`config.mk`:
```
export PLATFORM = sky130hd
export DESIGN_NAME = pc_scratch_mem
export DESIGN_NICKNAME = d
export VERILOG_FILES = /design/src/rtl/pcm_pkg.sv /design/src/rtl/pcm_counter.sv /design/src/rtl/pcm_decoder.sv /design/src/rtl/pcm_demux.sv /design/src/rtl/pcm_regfile.sv /design/src/rtl/pc_scratch_mem.sv
export SDC_FILE = /design/constraint.sdc
export NUM_CORES = 1
export LEC_CHECK = 0
export ABC_AREA = 0
export BUFFER_PORTS_ARGS = -buffer_cell sky130_fd_sc_hd__buf_2
export CAP_MARGIN = 20
export CORE_MARGIN = 10
export CORE_UTILIZATION = 45
export CTS_CLUSTER_SIZE = 10
export DETAILED_ROUTE_END_ITERATION = 16
export PLACE_DENSITY_LB_ADDON = 0.05
export SKIP_CTS_REPAIR_TIMING = 1
export SLEW_MARGIN = 10
export SYNTH_ARGS = -nofsm -noshare
export SYNTH_HDL_FRONTEND = slang
export SYNTH_SLANG_ARGS = --single-unit
```
`constraint.sdc`:
```
create_clock -name clk -period 2.35 [get_ports clk]
set_clock_uncertainty 0.05 [all_clocks]
set_input_delay 0.1175 -clock clk [delete_from_list [all_inputs] [get_ports clk]]
set_output_delay 0.1175 -clock clk [all_outputs]
set_load 0.02 [all_outputs]
```
`src/rtl/pcm_pkg.sv`:
```
// Package: shared phase encoding for the counter-fed scratch memory.
// Assumes a single-bit phase, with write encoded as 0.
package pcm_pkg;
    typedef enum logic {
        PH_WRITE = 1'b0,
        PH_READ  = 1'b1
    } phase_t;
endpackage

```
`src/rtl/pcm_counter.sv`:
```
// Module: pcm_counter
// Holds the counter and the write/read phase. The phase flips every cycle.
// The counter steps only at the end of a read phase.
// Assumes a synchronous active-low reset.
module pcm_counter
    import pcm_pkg::*;
#(
    parameter int PC_W = 16
) (
    input  logic            clk,
    input  logic            rst_n,
    output logic [PC_W-1:0] pc,
    output phase_t          phase
);
    // Phase toggle and counter advance after each write/read pair.
    always_ff @(posedge clk) begin
        if (!rst_n) begin
            pc    <= '0;
            phase <= PH_WRITE;
        end else if (phase == PH_READ) begin
            pc    <= pc + 1'b1;
            phase <= PH_WRITE;
        end else begin
            phase <= PH_READ;
        end
    end
endmodule

```
`src/rtl/pcm_decoder.sv`:
```
// Module: pcm_decoder
// Binary-to-one-hot decoder. Purely combinational.
// Assumes ENTRIES == 2**IDX_W, so every index value maps to a line.
module pcm_decoder #(
    parameter  int IDX_W   = 4,
    localparam int ENTRIES = 1 << IDX_W
) (
    input  logic [IDX_W-1:0]   idx,
    output logic [ENTRIES-1:0] onehot
);
    // One comparator per output line.
    for (genvar i = 0; i < ENTRIES; i++) begin : g_line
        assign onehot[i] = (idx == IDX_W'(i));
    end
endmodule

```
`src/rtl/pcm_demux.sv`:
```
// Module: pcm_demux
// Routes a select word to the write group or the read group, depending on
// the phase. The group that is not chosen is driven to all zeros.
module pcm_demux
    import pcm_pkg::*;
#(
    parameter int N = 16
) (
    input  phase_t       phase,
    input  logic [N-1:0] sel,
    output logic [N-1:0] wsel,
    output logic [N-1:0] rsel
);
    // Per-line gating, one pair of AND gates per select line.
    for (genvar i = 0; i < N; i++) begin : g_route
        assign wsel[i] = sel[i] & (phase == PH_WRITE);
        assign rsel[i] = sel[i] & (phase == PH_READ);
    end
endmodule

```
`src/rtl/pcm_regfile.sv`:
```
// Module: pcm_regfile
// Behavioural register file with one-hot write enables and one-hot read
// selects. The read data is registered; rvalid follows any read select.
// Assumes at most one write enable and at most one read select are set.
// The storage itself is not reset.
module pcm_regfile #(
    parameter int DATA_W  = 16,
    parameter int ENTRIES = 16
) (
    input  logic               clk,
    input  logic               rst_n,
    input  logic [ENTRIES-1:0] we,
    input  logic [ENTRIES-1:0] re,
    input  logic [DATA_W-1:0]  wdata,
    output logic [DATA_W-1:0]  rdata,
    output logic               rvalid
);
    logic [DATA_W-1:0] mem [ENTRIES];
    logic [DATA_W-1:0] rd_mux;

    // Storage: each entry loads when its own enable is set.
    for (genvar i = 0; i < ENTRIES; i++) begin : g_word
        always_ff @(posedge clk) begin
            if (we[i]) mem[i] <= wdata;
        end
    end

    // One-hot read mux, built as an AND-OR tree.
    always_comb begin
        rd_mux = '0;
        for (int i = 0; i < ENTRIES; i++) begin
            rd_mux = rd_mux | (re[i] ? mem[i] : '0);
        end
    end

    // Output register: capture on a read, hold otherwise.
    always_ff @(posedge clk) begin
        if (!rst_n) begin
            rdata  <= '0;
            rvalid <= 1'b0;
        end else begin
            rvalid <= |re;
            if (|re) rdata <= rd_mux;
        end
    end
endmodule

```
`src/rtl/pc_scratch_mem.sv`:
```
// Module: pc_scratch_mem (top)
// Counter-fed scratch memory exerciser. Decodes the counter's low bits to one
// line, routes that line to the write or read group by phase, stores the
// counter value and reads it back one phase later.
// Assumes IDX_W <= PC_W.
module pc_scratch_mem
    import pcm_pkg::*;
#(
    parameter  int PC_W    = 16,
    parameter  int IDX_W   = 4,
    localparam int ENTRIES = 1 << IDX_W
) (
    input  logic               clk,
    input  logic               rst_n,
    output logic [PC_W-1:0]    pc_o,
    output logic               mode_o,
    output logic [ENTRIES-1:0] wsel_o,
    output logic [ENTRIES-1:0] rsel_o,
    output logic [PC_W-1:0]    rdata_o,
    output logic               rvalid_o
);
    phase_t             phase;
    logic [ENTRIES-1:0] onehot;

    pcm_counter #(.PC_W(PC_W)) u_cnt (
        .clk   (clk),
        .rst_n (rst_n),
        .pc    (pc_o),
        .phase (phase)
    );

    pcm_decoder #(.IDX_W(IDX_W)) u_dec (
        .idx    (pc_o[IDX_W-1:0]),
        .onehot (onehot)
    );

    pcm_demux #(.N(ENTRIES)) u_dmx (
        .phase (phase),
        .sel   (onehot),
        .wsel  (wsel_o),
        .rsel  (rsel_o)
    );

    pcm_regfile #(.DATA_W(PC_W), .ENTRIES(ENTRIES)) u_rf (
        .clk    (clk),
        .rst_n  (rst_n),
        .we     (wsel_o),
        .re     (rsel_o),
        .wdata  (pc_o),
        .rdata  (rdata_o),
        .rvalid (rvalid_o)
    );

    assign mode_o = phase;
endmodule

```
Word level (Yosys, flattened, before mapping)
Memories as Yosys holds them, arrays and structs flattened.
Index checks and enable logic that the tools add are counted.
{ "word_totals": {"mem_count": 1, "elab_cells": 180, "ramBits": 256, "input_bits": 2, "register_bits": 34} }
{ "memory_table": {"columns": ["memory", "depth", "width", "rd", "rd_ports_with_merged_regs", "wr", "line_no", "rtl"], "rows": [
  ["u_rf.mem", 16, 16, 16, 0, 1, "pcm_regfile.sv:18", "logic [DATA_W-1:0] mem [ENTRIES];"]
]} }
{ "classes": {"bitwise": 48, "reduce_logical": 17, "eq_ne": 15, "addsub": 1, "mux": 94} }
{ "ops": {"columns": ["operator", "count"], "rows": [
  ["16-bit 2-to-1 mux", 31],
  ["16-bit OR reduction", 16],
  ["16-bit bitwise OR", 15],
  ["4-bit 2-to-1 mux", 15],
  ["1-bit 2-to-1 mux", 48],
  ["1-bit bitwise AND", 32],
  ["4-bit == test (second input constant)", 8],
  ["16-bit by 1-bit adder with 16-bit output (second input constant)", 1],
  ["4-bit by 3-bit == test with 1-bit output (second input constant)", 4],
  ["4-bit by 2-bit == test with 1-bit output (second input constant)", 2],
  ["4-bit by 1-bit == test with 1-bit output (second input constant)", 1],
  ["4-bit logical NOT", 1],
  ["1-bit NOT", 1]
]} }

Depth between registers and ports, before layout
{ "depth": {"ltp_word": 20, "ltp_mapped": 8} }

By module
Synthesis repeated with hierarchy kept, for this count alone.
{ "hier_totals": {"cells_unflattened": 629, "area_unflattened_um2": 10983.0} }
{ "modules_own_cells": {"columns": ["module", "area_per_inst_um2", "instances", "cells_per_inst", "seq_area_each_um2"], "rows": [
  ["pcm_regfile", 9808.2, 1, 492, 8027.7],
  ["pcm_counter", 732.0, 1, 82, 340.3],
  ["pcm_decoder", 226.5, 1, 20, 0.0],
  ["pcm_demux", 216.5, 1, 35, 0.0]
]} }

Worst setup path before layout
No wires, ideal clock.
{ "synth_path": {"kind": "flip-flop to flip-flop", "startpoint": "register u_cnt.pc[0]", "endpoint": "memory u_rf.mem[7][0], in the netlist u_rf.mem[0][112], enable pin", "stages_incl_launch_ff": 5, "period_less_slack_ps": 2851, "path_slack_ps": -501, "arrival_ps": 2400, "cell_sequence": "dfxtp_1 > ha_1 > buf_2 > nand2b_1 > nor2_1"} }
{ "synth_via": {"word_cells_on_any_way": 109, "cone_classes": "eq/ne: 15; mux: 62; bitwise: 16; reduce/logical: 16"} }
{ "synth_lines": {"columns": ["element", "line_no", "rtl"], "rows": [
  ["from (decl)", "pcm_counter.sv:12", "output logic [PC_W-1:0] pc,"],
  ["from (signal assigned)", "pcm_counter.sv:21", "pc <= pc + 1'b1;"],
  ["4-bit by 3-bit == test with 1-bit output *", "pcm_decoder.sv:13", "assign onehot[i] = (idx == IDX_W'(i));"],
  ["1-bit bitwise AND *", "pcm_demux.sv:16", "assign wsel[i] = sel[i] & (phase == PH_WRITE);"],
  ["via wsel_o[7]", "pc_scratch_mem.sv:17", "output logic [ENTRIES-1:0] wsel_o,"],
  ["1-bit 2-to-1 mux *", "pcm_regfile.sv:24", "if (we[i]) mem[i] <= wdata;"],
  ["1-bit 2-to-1 mux (implied by the code) *", "pcm_regfile.sv:24", null],
  ["16-bit OR reduction (no source line)", null, null],
  ["4-bit 2-to-1 mux (no source line) or 1-bit 2-to-1 mux (tied branches) (9 in series)", null, null],
  ["to (decl)", "pcm_regfile.sv:18", null]
]} }
The timed path passes the listed nets; every way through them passes the cells marked *.

Worst setup path after layout
{ "layout_path": {"startpoint": "register u_cnt.pc[0]", "endpoint": "output port wsel_o[0]"} }
{ "layout_via": {"elab_chain_len": 2} }
{ "layout_lines": {"columns": ["element", "line_no"], "rows": [
  ["4-bit logical NOT", "pcm_decoder.sv:13"],
  ["1-bit bitwise AND", "pcm_demux.sv:16"],
  ["to (decl)", "pc_scratch_mem.sv:17"]
]} }
Every way passes these cells.

==> impl.org <==
** Timing
- Setup violators final :: 4
- In the finished design, the share of the clock period the worst path needs comes to 102.0%.
- Static timing analysis puts the maximum clock frequency at between 400 and 500 MHz.
- The total count of hold-check failures in the final report was 0.
- At the pin with the least slew margin, the transition time is between 800 and 900 ps.
- Unrepaired setup endpoints after global routing :: yes
- Fin Setup TNS :: -157.4 ps
- Tmin final :: between 2000 and 2500 ps
- In this run the tightest slew margin relative to its limit is 44.03%.
- Final-report max-slew violation count :: 0
- Setup WS post-layout :: -46.60 ps
- Final hold analysis gives a worst-case slack of about 210 ps.

** Clock network
- Buffers inserted during clock tree synthesis total 35.
- Source-to-sink clock delay at the later pin of the worst-skew pair :: approximately 500 ps
- Maximum root-to-sink buffer count :: 3
- Register clock-pin slew on the reported worst setup and hold paths :: roughly 50 ps
- H-tree level count :: 2
- The clock drives 290 sinks.
- TritonCTS clock tree :: built
- Root buffer selected by CTS :: sky130_fd_sc_hd__clkbuf_16

** Die
- In this run the horizontal extent of the chip is roughly 180 µm.
- The initialized floorplan defines 58 standard-cell rows.
- Starting Density :: between 40% and 50%
- The region available for standard cell placement spans 24960 µm².
- IO Pins :: a little under 70
- The floorplan step defined a die boundary enclosing 31960 µm².
- In this run the vertical extent of the chip is about 180 µm.

** Final layout
- Antenna diodes :: 0
- Final layout net count :: 831
- Area overhead of the layout relative to synthesis :: 21.57%
- Fraction of layout instances using a drive strength above 1 :: about 29%
- Area of all placed cells without fillers :: ~14000 µm²
- Utilization of the core after routing :: between 50% and 60%

** Detailed routing
- Routed len/inst :: 27.61 µm
- The routed layout has 6958 vias.
- Total wire length :: ~33 mm
- In the routed layout, each cell is associated on average with a via count of approximately 5.9.
- DRT Pass-1 Iters :: 5
- The detail route stage leaves a number of antenna-violating nets equal to 0.
- Post-route DRC violation count :: 0
- Drt initial violations :: 776

** Place
- Worst Setup Slack post-DPL :: 40.52 ps
- Port bufs :: 67
- At the end of routability-driven placement, the weighted congestion stood at ~0.84.
- After detailed placement, the total cell area comes to ~12000 µm².
- HPWL after DPL :: ~20 mm

** Logic synthesis
- The number of different library cells used by synthesis comes to 56.
- The number of nets in the synthesized netlist is 682.
- A synthesized cell averages between 15 and 20 µm².
- Summing every instance area after synthesis gives roughly 11000 µm².
- During synthesis, Yosys emitted a total of 0 warnings.
- In this run, synthesis inferred between 200 and 300 flip-flops with an integrated enable.
- Number of instances in the synthesized netlist :: a little under 700
- After synthesis, the share of flip-flops with an asynchronous set or reset is 0%.
- Sequential cells were found to cover about 74% of the synthesized design area.
- The synthesized design contains 290 register bits.
- Flip-flop cell with the highest count after synthesis :: sky130_fd_sc_hd__edfxtp_1

** Global routing
- Global routing finished with a remaining overflow of 0.
- Via count of the first global-routing pass :: 6685
- Entering global routing, the biggest net connects 42 pins.
- Across every metal layer, demand over resource in global routing totals 20.15%.
- Initial antenna violation count :: 0
- The first global-routing pass estimated 46.45 mm of wire.

** Setup path
- The worst setup path is captured at an output port.
- Worst Path Required :: approximately 2200 ps
- Sequence of cells on the critical path :: inv_1 > ha_2 > nand2b_1 > buf_4 > nor2_4 > buf_12 > buf_2
- Biggest fanout along the worst timing path :: 13
- Launch point of the critical path :: u_cnt.pc[0]$_SDFFE_PN0P_
- Data arrival time of the critical path :: 2230 ps
- CP Launch Type :: flop
- The slowest stage of the critical path belongs to the cell sky130_fd_sc_hd__dfxtp_2.
- Stage delay of the slowest cell on the critical path :: ~350 ps
- For flop-to-flop paths, the worst setup slack is 180 ps.
- The worst setup path is of the reg2out kind.
- Worst reg2reg startpoint :: u_cnt.pc[1]$_SDFFE_PN0P_

** Power and ir drop
- IR drop worst, VDD :: around 0.53 mV
- In this run, the clock network consumes 43.3% of the power.
- Sw Ratio :: between 20 and 25%
- Logic pwr share :: under 10%
- For this design the total switching power over the nets is 2.378 mW.
- Sequential cell fraction of total power :: between 50% and 60%
- In this run the power density over the cells is between 700 and 800 nW/µm².
- Leakage power :: between 4 and 5 nW
- Total internal power :: 8.626 mW

** Outcome
- Failing checks :: negative setup slack
- Result of the run :: finished, violations left

** Worst hold path
- In this run the most critical hold path is launched from rst_n.
- Class of the tightest hold or removal check :: in2reg

** Flow run
- Count of max-cap constraint violations :: 0
==> routing by layer <==
layer | vias up | part of all wire (%) | GRT usage (%)
met3 | 47 | 8.6 | 3.854
met5 | - | 0 | 0
li1 | 3008 | - | -
met4 | 0 | 2.1 | 5.098
met1 | 3560 | 44 | 29.36
met2 | 343 | 45 | 30.48
==> cell usage in the layout (no fill, tap or decap), drive strengths merged, types with 6 or more instances in the layout <==
| cell type | netlist | layout |
|---|---|---|
| edfxtp | 256 | 256 |
| and4b | 7 | 7 |
| a211oi | 10 | 10 |
| a221oi | 11 | 11 |
| o22ai | 10 | 10 |
| a22oi | 8 | 8 |
| nand3b | 6 | 6 |
| o21ai | 23 | 23 |
| o2bb2ai | 10 | 10 |
| nand2b | 8 | 8 |
| a22o | 15 | 15 |
| clkbuf | 8 | 57 |
| mux2i | 54 | 54 |
| and2 | 15 | 15 |
| mux4 | 14 | 14 |
| xor2 | 7 | 7 |
| nand2 | 13 | 13 |
| buf | 30 | 150 |
| a21oi | 12 | 12 |
| inv | 7 | 9 |
| nor2 | 37 | 37 |
| a31oi | 15 | 15 |
| dfxtp | 34 | 34 |
| nand3 | 15 | 15 |
==> synth_stat cells, types with 6 or more instances <==
cell type | instances | area (µm²)
sky130_fd_sc_hd__edfxtp_1 | 256 | 7687
sky130_fd_sc_hd__nand3_1 | 13 | 65.06
sky130_fd_sc_hd__dfxtp_1 | 34 | 680.7
sky130_fd_sc_hd__buf_4 | 10 | 75.07
sky130_fd_sc_hd__mux2i_1 | 54 | 540.5
sky130_fd_sc_hd__o2bb2ai_1 | 10 | 87.58
sky130_fd_sc_hd__nor2_1 | 36 | 135.1
sky130_fd_sc_hd__nand3b_1 | 6 | 45.04
sky130_fd_sc_hd__a21oi_1 | 12 | 60.06
sky130_fd_sc_hd__o22ai_1 | 10 | 62.56
sky130_fd_sc_hd__and4b_1 | 7 | 70.07
sky130_fd_sc_hd__inv_1 | 7 | 26.28
sky130_fd_sc_hd__buf_2 | 16 | 80.08
sky130_fd_sc_hd__and2_1 | 15 | 93.84
sky130_fd_sc_hd__xor2_1 | 7 | 61.31
sky130_fd_sc_hd__a22o_1 | 15 | 131.4
sky130_fd_sc_hd__clkbuf_1 | 8 | 30.03
sky130_fd_sc_hd__nand2_1 | 12 | 45.04
sky130_fd_sc_hd__a22oi_1 | 8 | 60.06
sky130_fd_sc_hd__a221oi_1 | 11 | 96.34
sky130_fd_sc_hd__nand2b_1 | 8 | 50.05
sky130_fd_sc_hd__a31oi_1 | 15 | 93.84
sky130_fd_sc_hd__a211oi_1 | 10 | 75.07
sky130_fd_sc_hd__mux4_2 | 14 | 315.3
sky130_fd_sc_hd__o21ai_0 | 23 | 115.1
==> power groups by stage <==
stage	logic (mW)	registers (mW)	clock network (mW)
global route	0.576	5.70	5.06
global placement	0.513	5.80	0
finish	0.540	5.69	4.77
floorplan	0.249	5.84	0
detailed placement	0.519	5.80	0
CTS	0.520	5.69	4.85
==> flip-flops by register name (all words and copies together) (netlist names) <==
| signal | cells |
|---|---|
| u_rf.mem | 256 |
| u_rf.rdata | 16 |
| u_cnt.pc | 16 |
| u_rf.rvalid | 1 |
| u_cnt.phase | 1 |
==> through the flow <==
step | instances | power (mW)
final | 1180 | 11.00
after global routing | 1180 | 11.34
after CTS | 1149 | 11.06
after detailed placement | 1087 | 6.317
after global placement | 1087 | 6.309
after floorplan | 676 | 6.085
==> cells by family (layout without fill, tap and decap cells) <==
group / count (synthesis) / count (layout) / share of synthesized area (%)
flops: 290 / 290 / 73.76
xor+xnor: 11 / 11 / 0.8492
buf+inv: 45 / 219 / 2.338
mux: 68 / 68 / 7.544
simple gates: 129 / 129 / 6.794
compound gates: 129 / 129 / 8.272
fa+ha+maj: 4 / 4 / 0.4412
==> worst max-delay path: cells and delay by family, from the launching register on <==
kind	cells	cell delay, ps
fa+ha+maj	1	330
flops	1	350
buf+inv	4	670
simple gates	2	370
==> path summary, 6_finish.rpt <==
check	end	cells after the start
min reg2reg	u_rf.rdata[8]$_SDFFE_PN0P_	2
max	wsel_o[0]	7
min	u_rf.rdata[7]$_SDFFE_PN0P_	3
max reg2reg	u_rf.rdata[6]$_SDFFE_PN0P_	6
==> layout make-up <==
| class | count | area (µm²) |
|---|---|---|
| Clock buffer | 57 | 958.4 |
| Clock inverter | 5 | 40.04 |
| Fill cell | 2027 | 11170 |
| Inverter | 7 | 30.03 |
| Multi-Input combinational cell | 341 | 2860 |
| Sequential cell | 290 | 8379 |
| Tap cell | 330 | 412.9 |
| Timing Repair Buffer | 150 | 1111 |
(Power assumes the default switching activity.)
